## src/rtl/prio_irq_pkg.sv

```systemverilog
package prio_irq_pkg;

   // Order used when two eligible sources carry the same priority
   typedef enum logic {
      TIE_LOW_INDEX  = 1'b0,
      TIE_HIGH_INDEX = 1'b1
   } tie_order_e;

   // Build the vector number of a maskable source
   function automatic logic [15:0] src_vector(input int base, input int idx);
      return 16'(base + idx);
   endfunction

endpackage

```

## src/rtl/irq_src_bank.sv

```systemverilog
module irq_src_bank
   import prio_irq_pkg::*;
#(
   parameter int NUM_SRC = 8,
   parameter int PRIO_W  = 3,
   parameter int IDX_W   = 3
) (
   input  logic                      clk,
   input  logic                      rst_n,
   input  logic                      cfg_we,
   input  logic [IDX_W-1:0]          cfg_sel,
   input  logic                      cfg_en,
   input  logic [PRIO_W-1:0]         cfg_prio,
   input  logic [NUM_SRC-1:0]        irq_in,
   input  logic                      clr_valid,
   input  logic [IDX_W-1:0]          clr_idx,
   output logic [NUM_SRC-1:0]        en_o,
   output logic [NUM_SRC-1:0]        pend_o,
   output logic [NUM_SRC*PRIO_W-1:0] prio_o
);

   logic [NUM_SRC-1:0] en_q;
   logic [NUM_SRC-1:0] pend_q;
   logic [NUM_SRC-1:0] clr_hit;

   for (genvar g = 0; g < NUM_SRC; g++) begin : g_src
      logic [PRIO_W-1:0] prio_q;
      logic              sel_hit;

      assign sel_hit    = cfg_we && (cfg_sel == IDX_W'(g));
      assign clr_hit[g] = clr_valid && (clr_idx == IDX_W'(g));

      always_ff @(posedge clk) begin
         if (!rst_n) begin
            en_q[g]   <= 1'b0;
            prio_q    <= '0;
            pend_q[g] <= 1'b0;
         end else begin
            if (sel_hit) begin
               en_q[g] <= cfg_en;
               prio_q  <= cfg_prio;
            end
            // a fresh pulse outranks the clear of an acceptance
            if (irq_in[g])
               pend_q[g] <= 1'b1;
            else if (clr_hit[g])
               pend_q[g] <= 1'b0;
         end
      end

      assign prio_o[g*PRIO_W +: PRIO_W] = prio_q;

      // after a clear with no new pulse the flag is gone
      a_r11_pend_dropped: assert property (@(posedge clk) disable iff (!rst_n)
         (clr_hit[g] && !irq_in[g]) |=> !pend_q[g]);
   end

   assign en_o   = en_q;
   assign pend_o = pend_q;

   // only a pending, enabled source may be cleared
   a_r11_clear_was_pending: assert property (@(posedge clk) disable iff (!rst_n)
      clr_valid |-> (pend_q[clr_idx] && en_q[clr_idx]));

endmodule

```

## src/rtl/irq_arbiter.sv

```systemverilog
module irq_arbiter
   import prio_irq_pkg::*;
#(
   parameter int         NUM_SRC   = 8,
   parameter int         PRIO_W    = 3,
   parameter int         IDX_W     = 3,
   parameter tie_order_e TIE_ORDER = TIE_LOW_INDEX
) (
   input  logic                      clk,
   input  logic                      rst_n,
   input  logic [NUM_SRC-1:0]        en_i,
   input  logic [NUM_SRC-1:0]        pend_i,
   input  logic [NUM_SRC*PRIO_W-1:0] prio_i,
   output logic                      win_any,
   output logic [IDX_W-1:0]          win_idx,
   output logic [PRIO_W-1:0]         win_prio
);

   logic [NUM_SRC-1:0] elig;
   logic [PRIO_W-1:0]  prio_a [NUM_SRC];
   int                 scan_a [NUM_SRC];

   assign elig = en_i & pend_i;

   for (genvar g = 0; g < NUM_SRC; g++) begin : g_unpack
      assign prio_a[g] = prio_i[g*PRIO_W +: PRIO_W];
      // later scan positions win ties, so the preferred index goes last
      if (TIE_ORDER == TIE_LOW_INDEX) begin : g_low
         assign scan_a[g] = NUM_SRC - 1 - g;
      end else begin : g_high
         assign scan_a[g] = g;
      end
   end

   always_comb begin
      win_any  = 1'b0;
      win_idx  = '0;
      win_prio = '0;
      for (int k = 0; k < NUM_SRC; k++) begin
         if (elig[scan_a[k]] && (!win_any || prio_a[scan_a[k]] >= win_prio)) begin
            win_any  = 1'b1;
            win_idx  = IDX_W'(scan_a[k]);
            win_prio = prio_a[scan_a[k]];
         end
      end
   end

   for (genvar j = 0; j < NUM_SRC; j++) begin : g_chk
      // no eligible source outranks the winner
      a_r4_winner_is_max: assert property (@(posedge clk) disable iff (!rst_n)
         elig[j] |-> (win_any && prio_a[j] <= win_prio));
      // an equal-priority rival never sits earlier in the tie order
      if (TIE_ORDER == TIE_LOW_INDEX) begin : g_tl
         a_r5_tie_order: assert property (@(posedge clk) disable iff (!rst_n)
            (elig[j] && prio_a[j] == win_prio) |-> (IDX_W'(j) >= win_idx));
      end else begin : g_th
         a_r5_tie_order: assert property (@(posedge clk) disable iff (!rst_n)
            (elig[j] && prio_a[j] == win_prio) |-> (IDX_W'(j) <= win_idx));
      end
   end

endmodule

```

## src/rtl/irq_mask_unit.sv

```systemverilog
module irq_mask_unit
   import prio_irq_pkg::*;
#(
   parameter int PRIO_W   = 3,
   parameter int IDX_W    = 3,
   parameter int VEC_W    = 8,
   parameter int VEC_BASE = 16,
   parameter int NMI_VEC  = 7
) (
   input  logic              clk,
   input  logic              rst_n,
   input  logic              insn_done,
   input  logic              nmi_in,
   input  logic              restore_we,
   input  logic [PRIO_W-1:0] restore_mask,
   input  logic              restore_trace,
   input  logic              win_any,
   input  logic [IDX_W-1:0]  win_idx,
   input  logic [PRIO_W-1:0] win_prio,
   output logic              clr_valid,
   output logic [IDX_W-1:0]  clr_idx,
   output logic              accept,
   output logic [VEC_W-1:0]  accept_vec,
   output logic [PRIO_W-1:0] mask_level,
   output logic              trace_flag
);

   localparam logic [VEC_W-1:0] NMI_V = VEC_W'(NMI_VEC);

   logic              nmi_pend_q;
   logic              acc_q;
   logic [VEC_W-1:0]  vec_q;
   logic [PRIO_W-1:0] mask_q;
   logic              trace_q;
   logic              past_ok;
   logic              slot_open;
   logic              take_nmi;
   logic              take_mask;
   logic [VEC_W-1:0]  mask_vec;

   assign slot_open = insn_done && !restore_we;
   assign take_nmi  = slot_open && nmi_pend_q;
   assign take_mask = slot_open && !nmi_pend_q && win_any && (win_prio > mask_q);
   assign mask_vec  = VEC_W'(src_vector(VEC_BASE, int'(win_idx)));

   assign clr_valid = take_mask;
   assign clr_idx   = win_idx;

   always_ff @(posedge clk) begin
      if (!rst_n) begin
         nmi_pend_q <= 1'b0;
         acc_q      <= 1'b0;
         vec_q      <= '0;
         mask_q     <= '1;
         trace_q    <= 1'b0;
         past_ok    <= 1'b0;
      end else begin
         past_ok <= 1'b1;
         acc_q   <= take_nmi || take_mask;
         if (nmi_in)
            nmi_pend_q <= 1'b1;
         else if (take_nmi)
            nmi_pend_q <= 1'b0;
         if (restore_we) begin
            mask_q  <= restore_mask;
            trace_q <= restore_trace;
         end else if (take_nmi) begin
            mask_q  <= '1;
            trace_q <= 1'b0;
            vec_q   <= NMI_V;
         end else if (take_mask) begin
            mask_q  <= win_prio;
            trace_q <= 1'b0;
            vec_q   <= mask_vec;
         end
      end
   end

   assign accept     = acc_q;
   assign accept_vec = vec_q;
   assign mask_level = mask_q;
   assign trace_flag = trace_q;

   // an acceptance follows a boundary strobe
   a_r8_at_boundary: assert property (@(posedge clk) disable iff (!rst_n || !past_ok)
      acc_q |-> $past(insn_done));
   // a maskable acceptance always lifts the mask
   a_r6_mask_rises: assert property (@(posedge clk) disable iff (!rst_n || !past_ok)
      (acc_q && vec_q != NMI_V) |-> (mask_q > $past(mask_q)));
   // the non-maskable acceptance leaves the top level
   a_r7_nmi_top: assert property (@(posedge clk) disable iff (!rst_n)
      (acc_q && vec_q == NMI_V) |-> (mask_q == '1));
   // trace is off right after any acceptance
   a_r9_trace_off: assert property (@(posedge clk) disable iff (!rst_n)
      acc_q |-> !trace_q);
   // a restore cycle loads the level and accepts nothing
   a_r12_restore: assert property (@(posedge clk) disable iff (!rst_n || !past_ok)
      $past(restore_we) |-> (!acc_q && mask_q == $past(restore_mask)));

endmodule

```

## src/rtl/prio_irq_ctrl.sv

```systemverilog
module prio_irq_ctrl
   import prio_irq_pkg::*;
#(
   parameter int         NUM_SRC   = 8,
   parameter int         PRIO_W    = 3,
   parameter int         VEC_W     = 8,
   parameter int         VEC_BASE  = 16,
   parameter int         NMI_VEC   = 7,
   parameter tie_order_e TIE_ORDER = TIE_LOW_INDEX,
   localparam int        IDX_W     = (NUM_SRC > 1) ? $clog2(NUM_SRC) : 1
) (
   input  logic               clk,
   input  logic               rst_n,
   input  logic               cfg_we,
   input  logic [IDX_W-1:0]   cfg_sel,
   input  logic               cfg_en,
   input  logic [PRIO_W-1:0]  cfg_prio,
   input  logic [NUM_SRC-1:0] irq_in,
   input  logic               nmi_in,
   input  logic               insn_done,
   input  logic               restore_we,
   input  logic [PRIO_W-1:0]  restore_mask,
   input  logic               restore_trace,
   output logic               accept,
   output logic [VEC_W-1:0]   accept_vec,
   output logic [PRIO_W-1:0]  mask_level,
   output logic               trace_flag
);

   localparam int VEC_SPAN = 1 << VEC_W;

   if (NUM_SRC < 2) begin : g_bad_src
      $error("NUM_SRC must be at least 2");
   end
   if (PRIO_W < 1 || PRIO_W > 8) begin : g_bad_prio
      $error("PRIO_W must lie in 1..8");
   end
   if (VEC_W < 2 || VEC_W > 16 || VEC_BASE + NUM_SRC > VEC_SPAN) begin : g_bad_vec
      $error("vector range does not fit VEC_W");
   end
   if (NMI_VEC >= VEC_SPAN || (NMI_VEC >= VEC_BASE && NMI_VEC < VEC_BASE + NUM_SRC)) begin : g_bad_nmi
      $error("NMI_VEC must fit and stay outside the maskable range");
   end

   logic [NUM_SRC-1:0]        en_w;
   logic [NUM_SRC-1:0]        pend_w;
   logic [NUM_SRC*PRIO_W-1:0] prio_w;
   logic                      win_any;
   logic [IDX_W-1:0]          win_idx;
   logic [PRIO_W-1:0]         win_prio;
   logic                      clr_valid;
   logic [IDX_W-1:0]          clr_idx;

   irq_src_bank #(.NUM_SRC(NUM_SRC), .PRIO_W(PRIO_W), .IDX_W(IDX_W)) u_bank (
      .clk(clk), .rst_n(rst_n),
      .cfg_we(cfg_we), .cfg_sel(cfg_sel), .cfg_en(cfg_en), .cfg_prio(cfg_prio),
      .irq_in(irq_in), .clr_valid(clr_valid), .clr_idx(clr_idx),
      .en_o(en_w), .pend_o(pend_w), .prio_o(prio_w)
   );

   irq_arbiter #(.NUM_SRC(NUM_SRC), .PRIO_W(PRIO_W), .IDX_W(IDX_W),
                 .TIE_ORDER(TIE_ORDER)) u_arb (
      .clk(clk), .rst_n(rst_n),
      .en_i(en_w), .pend_i(pend_w), .prio_i(prio_w),
      .win_any(win_any), .win_idx(win_idx), .win_prio(win_prio)
   );

   irq_mask_unit #(.PRIO_W(PRIO_W), .IDX_W(IDX_W), .VEC_W(VEC_W),
                   .VEC_BASE(VEC_BASE), .NMI_VEC(NMI_VEC)) u_mask (
      .clk(clk), .rst_n(rst_n),
      .insn_done(insn_done), .nmi_in(nmi_in),
      .restore_we(restore_we), .restore_mask(restore_mask), .restore_trace(restore_trace),
      .win_any(win_any), .win_idx(win_idx), .win_prio(win_prio),
      .clr_valid(clr_valid), .clr_idx(clr_idx),
      .accept(accept), .accept_vec(accept_vec),
      .mask_level(mask_level), .trace_flag(trace_flag)
   );

endmodule

```

## config.mk

```make
export PLATFORM = sky130hd
export DESIGN_NAME = prio_irq_ctrl
export DESIGN_NICKNAME = d
export VERILOG_FILES = /design/src/rtl/prio_irq_pkg.sv /design/src/rtl/irq_src_bank.sv /design/src/rtl/irq_arbiter.sv /design/src/rtl/irq_mask_unit.sv /design/src/rtl/prio_irq_ctrl.sv
export SDC_FILE = /design/constraint.sdc
export NUM_CORES = 1
export LEC_CHECK = 0
export CAP_MARGIN = 20
export CORE_ASPECT_RATIO = 1.2
export CORE_MARGIN = 1
export CORE_UTILIZATION = 60
export CTS_CLUSTER_SIZE = 8
export DETAILED_ROUTE_END_ITERATION = 8
export PLACE_DENSITY = 0.85
export RECOVER_POWER = 50
export SLEW_MARGIN = 20
export SYNTH_ARGS = -nofsm -noshare
export SYNTH_HDL_FRONTEND = slang
export SYNTH_SLANG_ARGS = --single-unit
```

## constraint.sdc

```tcl
create_clock -name clk -period 18.08 [get_ports clk]
set_input_delay 1.808 -clock clk [delete_from_list [all_inputs] [get_ports clk]]
set_output_delay 1.808 -clock clk [all_outputs]
set_load 0.02 [all_outputs]
```

# Yosys cells after proc, flatten, opt, wreduce, memory -nomap -nowiden
# Index checks and enable logic that the tools add are counted.
# op_classes
reduce_logical	59
n_addsub	1
bitwise	2
n_mux	50
order_cmp	8
eq_ne	14
# ops
cell	n
3-bit 2-to-1 mux	19
1-bit 2-to-1 mux	29
1-bit logical AND	28
3-bit == test, second input constant	8
3-bit greater-or-equal comparator	7
2-bit nonzero test	10
8-bit 2-to-1 mux	2
3-bit by 2-bit == test with 1-bit output, second input constant	4
1-bit logical NOT	9
8-bit AND	1
1-bit logical OR	8
5-bit by 3-bit adder with 6-bit output, first input constant	1
3-bit by 1-bit == test with 1-bit output, second input constant	2
3-bit logical NOT	2
3-bit > comparator	1
3-bit nonzero test	1
2-bit AND reduction	1
1-bit inverter	1
# word_totals
elab_cells	163
output_inout_bits	13
register_bits	54

# Longest topological paths before layout
# Gate-level depths: netlist of the first run.
# logic_depth
word_depth	35
ltp_mapped	54
mapped_depth_nobuf	50

# By module
# From an unflattened synthesis of the first run, not the netlist that was laid out.
# unflattened
hier_cells	383
hier_area_um2	3333.2
# by_module_without_submodules
module	n_inst	seq_area_each_um2	cells_per_inst	area_each_um2
irq_src_bank	1	800.8	159	1602.8
irq_arbiter	1	0.0	157	1162.4
irq_mask_unit	1	200.2	67	568.0

# Worst setup path after synthesis of the first run
# Ideal clock, no wire load.
# synth_timing
path_kind	reg-to-reg
start	register u_bank.en_q[7] (netlist: u_bank.en_o[7])
end	register u_mask.vec_q[0] (netlist: u_mask.accept_vec[0])
required_time_ns	17.961
t_arrival_ns	11.329
stages_incl_launch_ff	53
setup_ns	0.119
synth_period_minus_slack_ns	11.447
setup_slack_ns	6.633
cell_sequence	dfxtp_1 > buf_2 > and3_2 > ha_1 > nand2b_1 > a2111oi_1 > o21ai_0 > and2_1 > ha_1 > a21o_1 > a211oi_1 > or2_2 > a31oi_1 > ha_1 > nand2b_1 > a21o_1 > a211oi_1 > or2_2 > [... 17 more ...] > a21o_1 > a31oi_1 > a21oi_1 > buf_2 > a221o_1 > ha_1 > a21o_1 > a31oi_1 > a21oi_1 > or3_2 > o22ai_1 > ha_1 > nor2b_1 > o21a_1 > o221ai_2 > buf_2 > nand2_1 > o221a_2
# synth_between
elab_chain_len	34
elab_cells_between_ends	61
classes_between	1 x add/sub; 8 x order compare; 26 x mux; 1 x bitwise; 25 x reduce/logical
# synth_rtl
element	line	rtl
start: declaration	irq_src_bank.sv:22	logic [NUM_SRC-1:0] en_q;
start signal: indexed assignment	irq_src_bank.sv:40	en_q[g] <= cfg_en;
8-bit AND (*)	irq_arbiter.sv:23	assign elig = en_i & pend_i;
branches (longest 33 deep; another with 3-bit greater-or-equal comparator)	n/a	
end signal: assignment	irq_mask_unit.sv:74	vec_q <= mask_vec;
end: declaration	irq_mask_unit.sv:32	logic [VEC_W-1:0] vec_q;
# Mark *: on every way between the ends. The select of a mux whose other input is x is not followed.
# A chain may end at the register's enable or synchronous reset.

# Worst setup path in the final report of the first run
# layout_timing
start	register u_bank.en_q[7] (netlist: u_bank.en_o[7])
end	register u_mask.mask_q[1] (netlist: u_mask.mask_level[1])
# layout_between
elab_chain_len	33
elab_cells_between_ends	52
classes_between	8 x order compare; 19 x mux; 1 x bitwise; 24 x reduce/logical
# layout_rtl
element	line	rtl
8-bit AND (*)	irq_arbiter.sv:23	
3-bit 2-to-1 mux or 1-bit 2-to-1 mux (tied branches)	irq_arbiter.sv:40	if (elig[scan_a[k]] && (!win_any || prio_a[scan_a[k]] >= win_prio)) begin
3-bit greater-or-equal comparator or 1-bit logical NOT (tied branches)	irq_arbiter.sv:40	
1-bit logical OR	irq_arbiter.sv:40	
1-bit logical AND	irq_arbiter.sv:40	
3-bit 2-to-1 mux or 1-bit 2-to-1 mux (tied branches)	irq_arbiter.sv:40	
3-bit greater-or-equal comparator or 1-bit logical NOT (tied branches)	irq_arbiter.sv:40	
1-bit logical OR	irq_arbiter.sv:40	
[... 17 more ...]	n/a	
3-bit 2-to-1 mux or 1-bit 2-to-1 mux (tied branches)	irq_arbiter.sv:40	
3-bit greater-or-equal comparator or 1-bit logical NOT (tied branches)	irq_arbiter.sv:40	
1-bit logical OR	irq_arbiter.sv:40	
1-bit logical AND	irq_arbiter.sv:40	
3-bit 2-to-1 mux or 1-bit 2-to-1 mux (tied branches)	irq_arbiter.sv:40	
3-bit > comparator, or another cell as far along	irq_mask_unit.sv:43	assign take_mask = slot_open && !nmi_pend_q && win_any && (win_prio > mask_q);
1-bit logical AND or 3-bit 2-to-1 mux (tied branches)	irq_mask_unit.sv:43, irq_mask_unit.sv:67	
3-bit nonzero test (no line) or 3-bit 2-to-1 mux (tied branches)	n/a	
end signal: assignment	irq_mask_unit.sv:65	mask_q <= restore_mask;
end signal: assignment	irq_mask_unit.sv:72	mask_q <= win_prio;
end: declaration	irq_mask_unit.sv:33	logic [PRIO_W-1:0] mask_q;
# Every way passes the cells marked *; elsewhere a longest branch is shown, timed or not. The select of a mux whose other input is x is not followed.

==> results of run 1 <==
## through the flow
stage | worst slack [ps] | hold slack [ps] | util, % | std cells
after floorplan | 6633 | 482.5 | - | 377
after global routing | 3500 | 494.2 | 69.96 | 458
after CTS | 4778 | 474.7 | 70.04 | 458
after global placement | 5373 | 457.2 | 68.18 | 450
after detailed placement | 4842 | 460.3 | 68.18 | 450
final | 4523 | 473.0 | 69.96 | 458
## state kept, by name (all words and copies together), names as in the netlist
signal	count
u_bank.g_src.prio_q	24
u_bank.en_o	8
u_bank.pend_o	8
u_mask.accept_vec	4
u_mask.mask_level	3
u_mask.accept	1
u_mask.nmi_pend_q	1
u_mask.trace_flag	1
## cell families (layout without fill, tap and decap cells)
group | after synthesis | count (layout)
AND/OR/NAND/NOR | 119 | 119
AO/OA/AOI/OAI | 102 | 102
flip-flops | 50 | 50
buffers and inverters | 44 | 63
multiplexers | 34 | 34
adder cells (fa/ha/maj) | 24 | 24
other | 1 | 4
## layout make-up
class                      count  share of cell area [%]
sequential                    50                   27.19
clock buffer                   5                   1.869
multi-input combinational    283                   56.83
clock inverter                 3                  0.7818
tap                           62                   2.107
inverter                      21                   2.141
timing repair buffer          34                   9.075
## per-layer routing
layer	vias up	track usage [%]	wire [µm]
met5	-	0	0
met4	0	16.51	336
met3	33	3.641	334
met2	90	48.63	3880
met1	1392	32.29	3330
li1	1409	-	-
## worst min-delay path, delay by kind of cell (launching register included)
family / cells / cell delay (ps)
simple gates: 1 / 50
flops: 1 / 320
compound gates: 1 / 60
## worst paths after layout
| path | to | slack, ps | cells past startpoint |
|---|---|---|---|
| worst max-delay path | u_mask.mask_level[1] | 4520 | 50 |
| worst min-delay path | u_mask.accept_vec[4] | 470 | 2 |
| worst max register to register | u_mask.mask_level[1] | 4520 | 50 |
| worst min register to register | u_mask.accept_vec[4] | 470 | 2 |
## placed cells by master (no fill, tap or decap), drive strengths merged, types with 6 or more instances in the layout
cell,netlist,routed
nand3,7,7
nor2,14,14
nor3,8,8
and2,7,7
clkdlybuf4s50,0,23
a21o,10,10
clkbuf,14,6
mux2i,34,34
nor2b,34,34
dlygate4sd3,0,10
a21oi,14,14
nand2b,9,9
nand2,18,18
a31oi,11,11
inv,21,23
o21ai,18,18
a211oi,7,7
ha,24,24
dfxtp,50,50
## power by group through the flow
| stage | clock (mW) | sequential [mW] | combinational (mW) |
|---|---|---|---|
| final | 0.0725 | 0.118 | 0.0307 |
| after global routing | 0.0773 | 0.118 | 0.0336 |
| after CTS | 0.0740 | 0.118 | 0.0309 |
| after global placement | 0 | 0.120 | 0.0300 |
| after floorplan | 0 | 0.120 | 0.0191 |
| after detailed placement | 0 | 0.120 | 0.0307 |
==> out/qor.yml, run 1 <==
sta:
  rsz0062_at_grt: "no"
  setup_tns_ps: 0
  fin_crit_sh_pct: 74.98
  hold_viol_final: 0
  slew_violations: 49
  tightest_slew_ps: 1573
  layout_min_cycle_time_ps: 13560
  slew-limit-headroom_pct: -4.871
  max_freq_mhz: 73.76
  setup_viol: 0
  finalClockSkew_ps: 9.375
cells_and_area:
  syn_to_final_growth_pct: 12.46
  antennaDiodeCount: 0
  seq_area_um2: 1001
  drive_gt1_share_pct: 5.303
  multi_input_area_um2: 2092
  fin_area_um2: 3681
  nFillCells: 413
  num-nets-final: 444
cts:
  ctsResizeCount: 0
  clock_sinks: 50
  ctsRootBufferMaster: "clkbuf_8"
  postCtsSetupRepairBufs: 0
  cts_made_buffers: 5
  cts_tree: "yes"
  clk_pin_slew_ps: 110
  clockBufferDepth: 2
  clkLatencyLatePin_ps: 320
  cts_hold_buf: 0
  cts_max_level: 2
routing:
  dr_total_vias: 2924
  drt_iter0_drc: 191
  drt-total-wl_um: 7882
  drt-wirelength-per-cell_um: 17.21
  ant_nets: 0
  drc_errors: 0
  dr.pass1.iters: 5
  avgViaCountPerCell: 6.384
place:
  port_buffers: 33
  gp_congestion: 0.8865
  placed_cell_area_um2: 3587
  hpwlAfterDp_um: 5904
synthesis:
  yosys.area_share.simple_pct: 20.49
  netlist_area_um2: 3273
  postSynth.asyncResetShare_pct: 0
  synthAdderAreaFrac_pct: 9.174
  synth_edf_count: 0
  syn_inst: 374
  yosys_warnings: 0
  synth-main-ff-cell: "dfxtp_1"
  yosys.area.top_type: "dfxtp_1"
  yosysMostFrequentCell: "dfxtp_1"
  synth.distinct_cells: 59
  synthMuxAreaShare_pct: 10.40
  ys_ff_latch: 50
  synth_top_area_share_pct: 30.58
  synth_compound_area_share_pct: 23.39
  yosys-top-cells-count: "50 x dfxtp_1, 34 x mux2i_1, 34 x nor2b_1"
  synth_top_family_by_area: "compound AO/OA/AOI/OAI gates"
  avgSynthCellArea_um2: 8.752
  seq_area_frac_synth_pct: 30.58
  synth_area_leaders: "dfxtp_1 31%, mux2i_1 10%, ha_1 9.2%, nor2b_1 6.5%, o21ai_0 2.6%"
  synth_xor_area_share_pct: 0
global_routing:
  grt_max_degree: 49
  antenna_found_initial: 0
  grt.total_usage_pct: 27.93
  overflow: 0
  grt_pass1_wl_um: 12920
  first_global_vias: 2809
worst_setup_path:
  crit_fanout: 15
  cp.arrival_ps: 13720
  critPathBufInv: 2
  start_kind: "flop"
  setup.worst_path.class: "reg -> reg"
  required_ps: 18250
  critPathMaxStageDelay_ps: 690
  cp_common_cell: "ha_1"
  critPathCaptureType: "flop"
  startpoint: "u_bank.en_o[7]"
  timing.rr.start: "u_bank.en_o[7]"
  crit_family: "compound AO/OA/AOI/OAI gates"
  cpMaxStageDelayCell: "a21oi_1"
power_and_ir_drop:
  pwr-share-comb_pct: 13.9
  p_int_uw: 158.0
  switchingPower_uw: 62.75
  swShare_pct: 28.42
  total_power_uw: 220.8
  clkPwrFrac_pct: 32.8
  peakVddDrop_mv: 0.04190
  power_density_nw_per_um2: 59.98
  seq_power_share_pct: 53.3
  p_leak_nw: 1.482
floorplanning:
  start_util_pct: 62.21
  num_io_pins: 38
  dieWidth_um: 69.43
  die-area_um2: 5756
  core_um2: 5261
  rows: 29
  die_height_um: 82.91
status:
  status: "finished with violations"
  violations: "max-capacitance violations, max-slew violations"
run:
  max-cap-violations: 1
hold_path:
  hp-class: "reg -> reg"
  hp-start: "u_mask.accept_vec[4]"
No activity file was read; power rests on OpenSTA's default activity.
==> run 2: changes to the inputs <==
--- a/config.mk
+++ b/config.mk
@@ -8,10 +8,10 @@
 export CAP_MARGIN = 20
 export CORE_ASPECT_RATIO = 1.2
 export CORE_MARGIN = 1
-export CORE_UTILIZATION = 60
+export CORE_UTILIZATION = 51
 export CTS_CLUSTER_SIZE = 8
 export DETAILED_ROUTE_END_ITERATION = 8
-export PLACE_DENSITY = 0.85
+export PLACE_DENSITY = 0.77
 export RECOVER_POWER = 50
 export SLEW_MARGIN = 20
 export SYNTH_ARGS = -nofsm -noshare
==> constraint.sdc (replaced) <==
create_clock -name clk -period 11.4 [get_ports clk]
set_input_delay 1.14 -clock clk [delete_from_list [all_inputs] [get_ports clk]]
set_output_delay 1.14 -clock clk [all_outputs]
set_load 0.02 [all_outputs]
==> run 2 against run 1 <==
Net effect:
- the flow now finishes without violations
- worst hold slack gained 3.4 ps
- clock skew is essentially flat
- critical path depth shrank 1
- flip-flop and latch count is the same
- highest routed layer unchanged
- setup slack lost 4000 ps
- critical path type unchanged
- clock-buffer cell count is the same
- sequential power grew 58%
- final cell count grew 8.5%
- design area grew 9.3%
==> out/qor.yml, run 2 (synthesized netlist as in run 1, its figures left out) <==
status:
  status: "finished, final reports clean"
routing:
  dr_total_vias: 2950
  ant_nets: 0
  drt_iter0_drc: 135
  drc_errors: 0
  drt-total-wl_um: 8394
  drt-wirelength-per-cell_um: 16.89
  dr.pass1.iters: 5
  avgViaCountPerCell: 5.936
floorplanning:
  dieWidth_um: 75.13
  core_um2: 6128
  num_io_pins: 38
  die-area_um2: 6743
  start_util_pct: 53.41
  rows: 31
  die_height_um: 89.76
sta:
  finalClockSkew_ps: 8.918
  max_freq_mhz: 91.93
  setup_viol: 0
  hold_viol_final: 0
  fin_crit_sh_pct: 95.42
  setup_tns_ps: 0
  tightest_slew_ps: 1117
  layout_min_cycle_time_ps: 10880
  slew-limit-headroom_pct: 24.93
  slew_violations: 0
cells_and_area:
  multi_input_area_um2: 2260
  final_common_cell: "dfxtp_1"
  antennaDiodeCount: 0
  largest_reg_flops: 24
  num-nets-final: 463
  nFillCells: 531
  largest-register: "u_bank.g_src.prio_q"
  layout_common_cells: "50 x dfxtp_1, 34 x mux2i_1, 34 x nor2b_1"
  seq_area_um2: 1001
  syn_to_final_growth_pct: 22.94
  drive_gt1_share_pct: 14.22
  fin_util_pct: 65.66
worst_setup_path:
  required_ps: 11610
  critPathCaptureType: "flop"
  rrSetupSlack_ps: 520
  cp_common_cell: "ha_1"
  cp.arrival_ps: 11080
  setup.worst_path.class: "reg -> reg"
  cpMaxStageDelayCell: "or3_2"
  critPathMaxStageDelay_ps: 470
  crit_fanout: 9
  crit_family: "compound AO/OA/AOI/OAI gates"
  critPathBufInv: 3
  start_kind: "flop"
power_and_ir_drop:
  power_density_nw_per_um2: 88.44
  swShare_pct: 28.90
  switchingPower_uw: 102.8
  peakVddDrop_mv: 0.06895
  clkPwrFrac_pct: 32.5
  total_power_uw: 355.9
  p_leak_nw: 1.617
  pwr-share-comb_pct: 15.2
  seq_power_share_pct: 52.3
  p_int_uw: 253.0
cts:
  cts_max_level: 2
  clockBufferDepth: 2
  cts_tree: "yes"
  ctsRootBufferMaster: "clkbuf_8"
  cts_made_buffers: 5
  clkLatencyLatePin_ps: 320
  clock_sinks: 50
  cts_hold_buf: 0
  clk_pin_slew_ps: 110
global_routing:
  grt.total_usage_pct: 25.13
  first_global_vias: 2839
  antenna_found_initial: 0
  grt_max_degree: 49
  overflow: 0
  grt_pass1_wl_um: 13270
hold_path:
  hp-class: "reg -> reg"
place:
  gp_congestion: 0.9573
  port_buffers: 33
  hpwlAfterDp_um: 6064
run:
  max-cap-violations: 0
run 2: power groups by stage:
stage	sequential (mW)	clock, mW	combinational, mW
after global routing	0.187	0.123	0.0587
after floorplan	0.191	0	0.0306
after global placement	0.190	0	0.0498
after detailed placement	0.190	0	0.0507
after CTS	0.186	0.117	0.0512
final	0.186	0.116	0.0541
run 2: metal layers:
metal	track usage [%]	wire, µm	up-vias
met5	0	0	-
met4	9.568	258	0
met3	4.260	294	23
met2	43.39	4261	70
met1	30.24	3579	1399
li1	-	-	1458
run 2: final cells by class:
class | count | area share [%]
inverters | 21 | 1.959
repair buffers | 53 | 12.03
flip-flops and latches | 50 | 24.88
clock inverters | 3 | 0.7152
clock buffers | 5 | 1.710
multi-input cells | 283 | 56.16
well taps | 82 | 2.550
run 2: repair_timing:
| action | 4_1_cts | 5_1_grt |
|---|---|---|
| pin swaps | 0 | 4 |
| resized for setup | 4 | 23 |
| setup endpoints to repair | 17 | 17 |
| buffers inserted | 0 | 5 |
| endpoints found under the hold margin | 0 | 0 |
run 2: worst paths after layout:
kind | startpoint | end | depth (start not counted)
worst max-delay path | u_bank.g_src[7].prio_q[0] | u_bank.pend_o[7] | 49
worst min-delay path | u_mask.accept_vec[4] | u_mask.accept_vec[4] | 2
worst max register to register | u_bank.g_src[7].prio_q[0] | u_bank.pend_o[7] | 49
worst min register to register | u_mask.accept_vec[4] | u_mask.accept_vec[4] | 2
run 2: through the flow:
stage	worst slack, ps	instances	instance area, µm²	hold WS [ps]
2_1_floorplan	52.64	377	3294	482.5
3_3_place_gp	-51.06	484	3727	451.4
3_5_place_dp	-319.3	484	3727	465.0
4_1_cts	5.311	492	3846	479.5
5_1_grt	-98.32	497	4024	526.6
6_report	521.9	497	4024	476.4
run 2: worst register-to-register path: cells and delay by family (launching register included):
| family | cells | cell delay [ps] |
|---|---|---|
| AO/OA/AOI/OAI | 25 | 5220 |
| AND/OR/NAND/NOR | 13 | 2390 |
| adder cells (fa/ha/maj) | 8 | 2250 |
| buffers and inverters | 3 | 540 |
| flip-flops | 1 | 350 |
==> run 3: changes to the inputs <==
--- a/config.mk
+++ b/config.mk
@@ -8,10 +8,9 @@
 export CAP_MARGIN = 20
 export CORE_ASPECT_RATIO = 1.2
 export CORE_MARGIN = 1
-export CORE_UTILIZATION = 51
+export CORE_UTILIZATION = 35
 export CTS_CLUSTER_SIZE = 8
 export DETAILED_ROUTE_END_ITERATION = 8
-export PLACE_DENSITY = 0.77
 export RECOVER_POWER = 50
 export SLEW_MARGIN = 20
 export SYNTH_ARGS = -nofsm -noshare
==> constraint.sdc (replaced) <==
create_clock -name clk -period 11.4 [get_ports clk]
set_input_delay 2.28 -clock clk [delete_from_list [all_inputs] [get_ports clk]]
set_output_delay 2.28 -clock clk [all_outputs]
set_load 0.02 [all_outputs]
==> run 3 against run 2 <==
Net effect:
- critical endpoint unchanged
- setup slack improved by 18 ps
- highest routed layer unchanged
- final cell count rose by 6.8%
- design area rose by 2.1%
- clock power barely moved
==> out/qor.yml, run 3 (synthesized netlist as in run 1, its figures left out) <==
place:
  gp_congestion: 0.8713
  dp_slack_ps: -217.0
  hpwlAfterDp_um: 6313
  port_buffers: 33
  placed_cell_area_um2: 3767
worst_setup_path:
  r2r-end: "u_bank.pend_o[7]"
  rrSetupSlack_ps: 540
  cp.arrival_ps: 11040
  cp_common_cell: "ha_1"
  reg2reg_depth: 49
  start_kind: "flop"
  crit_fanout: 7
  required_ps: 11580
  setup.worst_path.class: "reg -> reg"
  cpMaxStageDelayCell: "a2111oi_4"
  timing.rr.start: "u_bank.pend_o[7]"
  critPathMaxStageDelay_ps: 380
  critPathCaptureType: "flop"
floorplanning:
  start_util_pct: 36.04
  num_io_pins: 38
  die-area_um2: 9744
  rows: 38
  dieWidth_um: 90.28
  core_um2: 9081
  die_height_um: 107.9
cts:
  cts_hold_buf: 0
  cts_tree: "yes"
  clock_sinks: 50
  clk_pin_slew_ps: 100
  clockBufferDepth: 2
  cts_made_buffers: 5
  clkLatencyLatePin_ps: 310
  ctsRootBufferMaster: "clkbuf_8"
  cts_max_level: 2
power_and_ir_drop:
  p_leak_nw: 1.585
  total_power_uw: 355.7
  peakVddDrop_mv: 0.05905
  power_density_nw_per_um2: 86.59
routing:
  drt-wirelength-per-cell_um: 16.32
  avgViaCountPerCell: 5.380
  drc_errors: 0
  dr.pass1.iters: 4
  drt_iter0_drc: 118
  dr.max_layer_used: "met4"
  dr_total_vias: 2857
  ant_nets: 0
  drt-total-wl_um: 8668
  wl_met2_um: 4545
  met1_length_um: 3746
  wl_met3_um: 254
sta:
  hold_slack_ps: 472.2
  slew_violations: 0
  finalClockSkew_ps: 13.00
  slew-limit-headroom_pct: 36.63
  final.setup.worst_slack_ps: 539.8
  layout_min_cycle_time_ps: 10860
  hold_viol_final: 0
  setup_viol: 0
  tightest_slew_ps: 941.8
  fin_crit_sh_pct: 95.26
  max_freq_mhz: 92.08
hold_path:
  hold_end: "u_mask.accept_vec[4]"
  hp-start: "u_mask.accept_vec[4]"
  hold_path_depth: 2
  hp-class: "reg -> reg"
cells_and_area:
  final_common_cell: "dfxtp_1"
  num-nets-final: 459
  antennaDiodeCount: 0
  largest_reg_flops: 24
  seq_area_um2: 1001
  fin_util_pct: 45.23
  nFillCells: 889
  layout_common_cells: "50 x dfxtp_1, 34 x mux2i_1, 34 x nor2b_1"
  multi_input_area_um2: 2325
  fin_area_um2: 4108
  drive_gt1_share_pct: 13.63
  syn_to_final_growth_pct: 25.50
  largest-register: "u_bank.g_src.prio_q"
global_routing:
  overflow: 0
  antenna_found_initial: 0
  grt_max_degree: 49
  grt_pass1_wl_um: 13810
  first_global_vias: 2700
  grt.total_usage_pct: 17.98
run:
  max-cap-violations: 0
status:
  status: "finished, final reports clean"
## run 3: cell count changes in the layout (fill, tap and decap cells not counted), sizes merged
cell / change
buf: -4
clkbuf: +1
clkinv: -1
clkinvlp: +1
inv: -1
## run 3: timing repair
item / in CTS / in global routing
pin swaps: 0 / 8
setup buffers: 0 / 2
endpoints found under the setup margin: 16 / 17
resized for setup: 7 / 28
## run 3: power by group
group          switching [mW]  internal, mW
logic                  0.0289        0.0264
registers             0.00533         0.181
clock network          0.0641        0.0501
total                  0.0983         0.257
## run 3: area by class of cell
type	instances	area share, %
clock buffers	6	2.010
clock inverters	2	0.3960
well taps	120	3.655
repair buffers	49	11.06
flip-flops and latches	50	24.37
inverters	21	1.919
multi-input cells	283	56.59
## run 3: per-layer routing
| layer | track usage (%) | vias to the layer above |
|---|---|---|
| met1 | 21.92 | 1358 |
| met3 | 2.391 | 7 |
| met2 | 33.32 | 54 |
| li1 | - | 1438 |
| met5 | 0 | - |
| met4 | 4.608 | 0 |
## run 3: metrics by stage
| stage | TNS (ps) | cells |
|---|---|---|
| global placement | 0 | 521 |
| floorplan | 0 | 377 |
| CTS | 0 | 529 |
| finish | 0 | 531 |
| global route | -458.7 | 531 |
| detailed placement | -1262 | 521 |
## run 3: worst max path at each step
stage | start | end | slack, ps | depth (start not counted)
global placement | u_bank.pend_o[7] | u_bank.pend_o[2] | 2 | 50
floorplan | u_bank.en_o[7] | u_mask.accept_vec[0] | 50 | 52
detailed placement | u_bank.en_o[7] | u_bank.pend_o[2] | -220 | 50
finish | u_bank.pend_o[7] | u_bank.pend_o[7] | 540 | 49
global route | u_bank.pend_o[7] | u_bank.pend_o[7] | -110 | 49
CTS | u_bank.en_o[7] | u_bank.pend_o[2] | 30 | 51
## run 3: worst max-delay path: cells and delay by family (launching register included)
kind / cells / cell delay [ps]
adders and majority gates: 8 / 2340
AOI/OAI and AO/OA: 28 / 6000
buffers and inverters: 3 / 550
and+or+nand+nor: 10 / 1490
DFF: 1 / 320
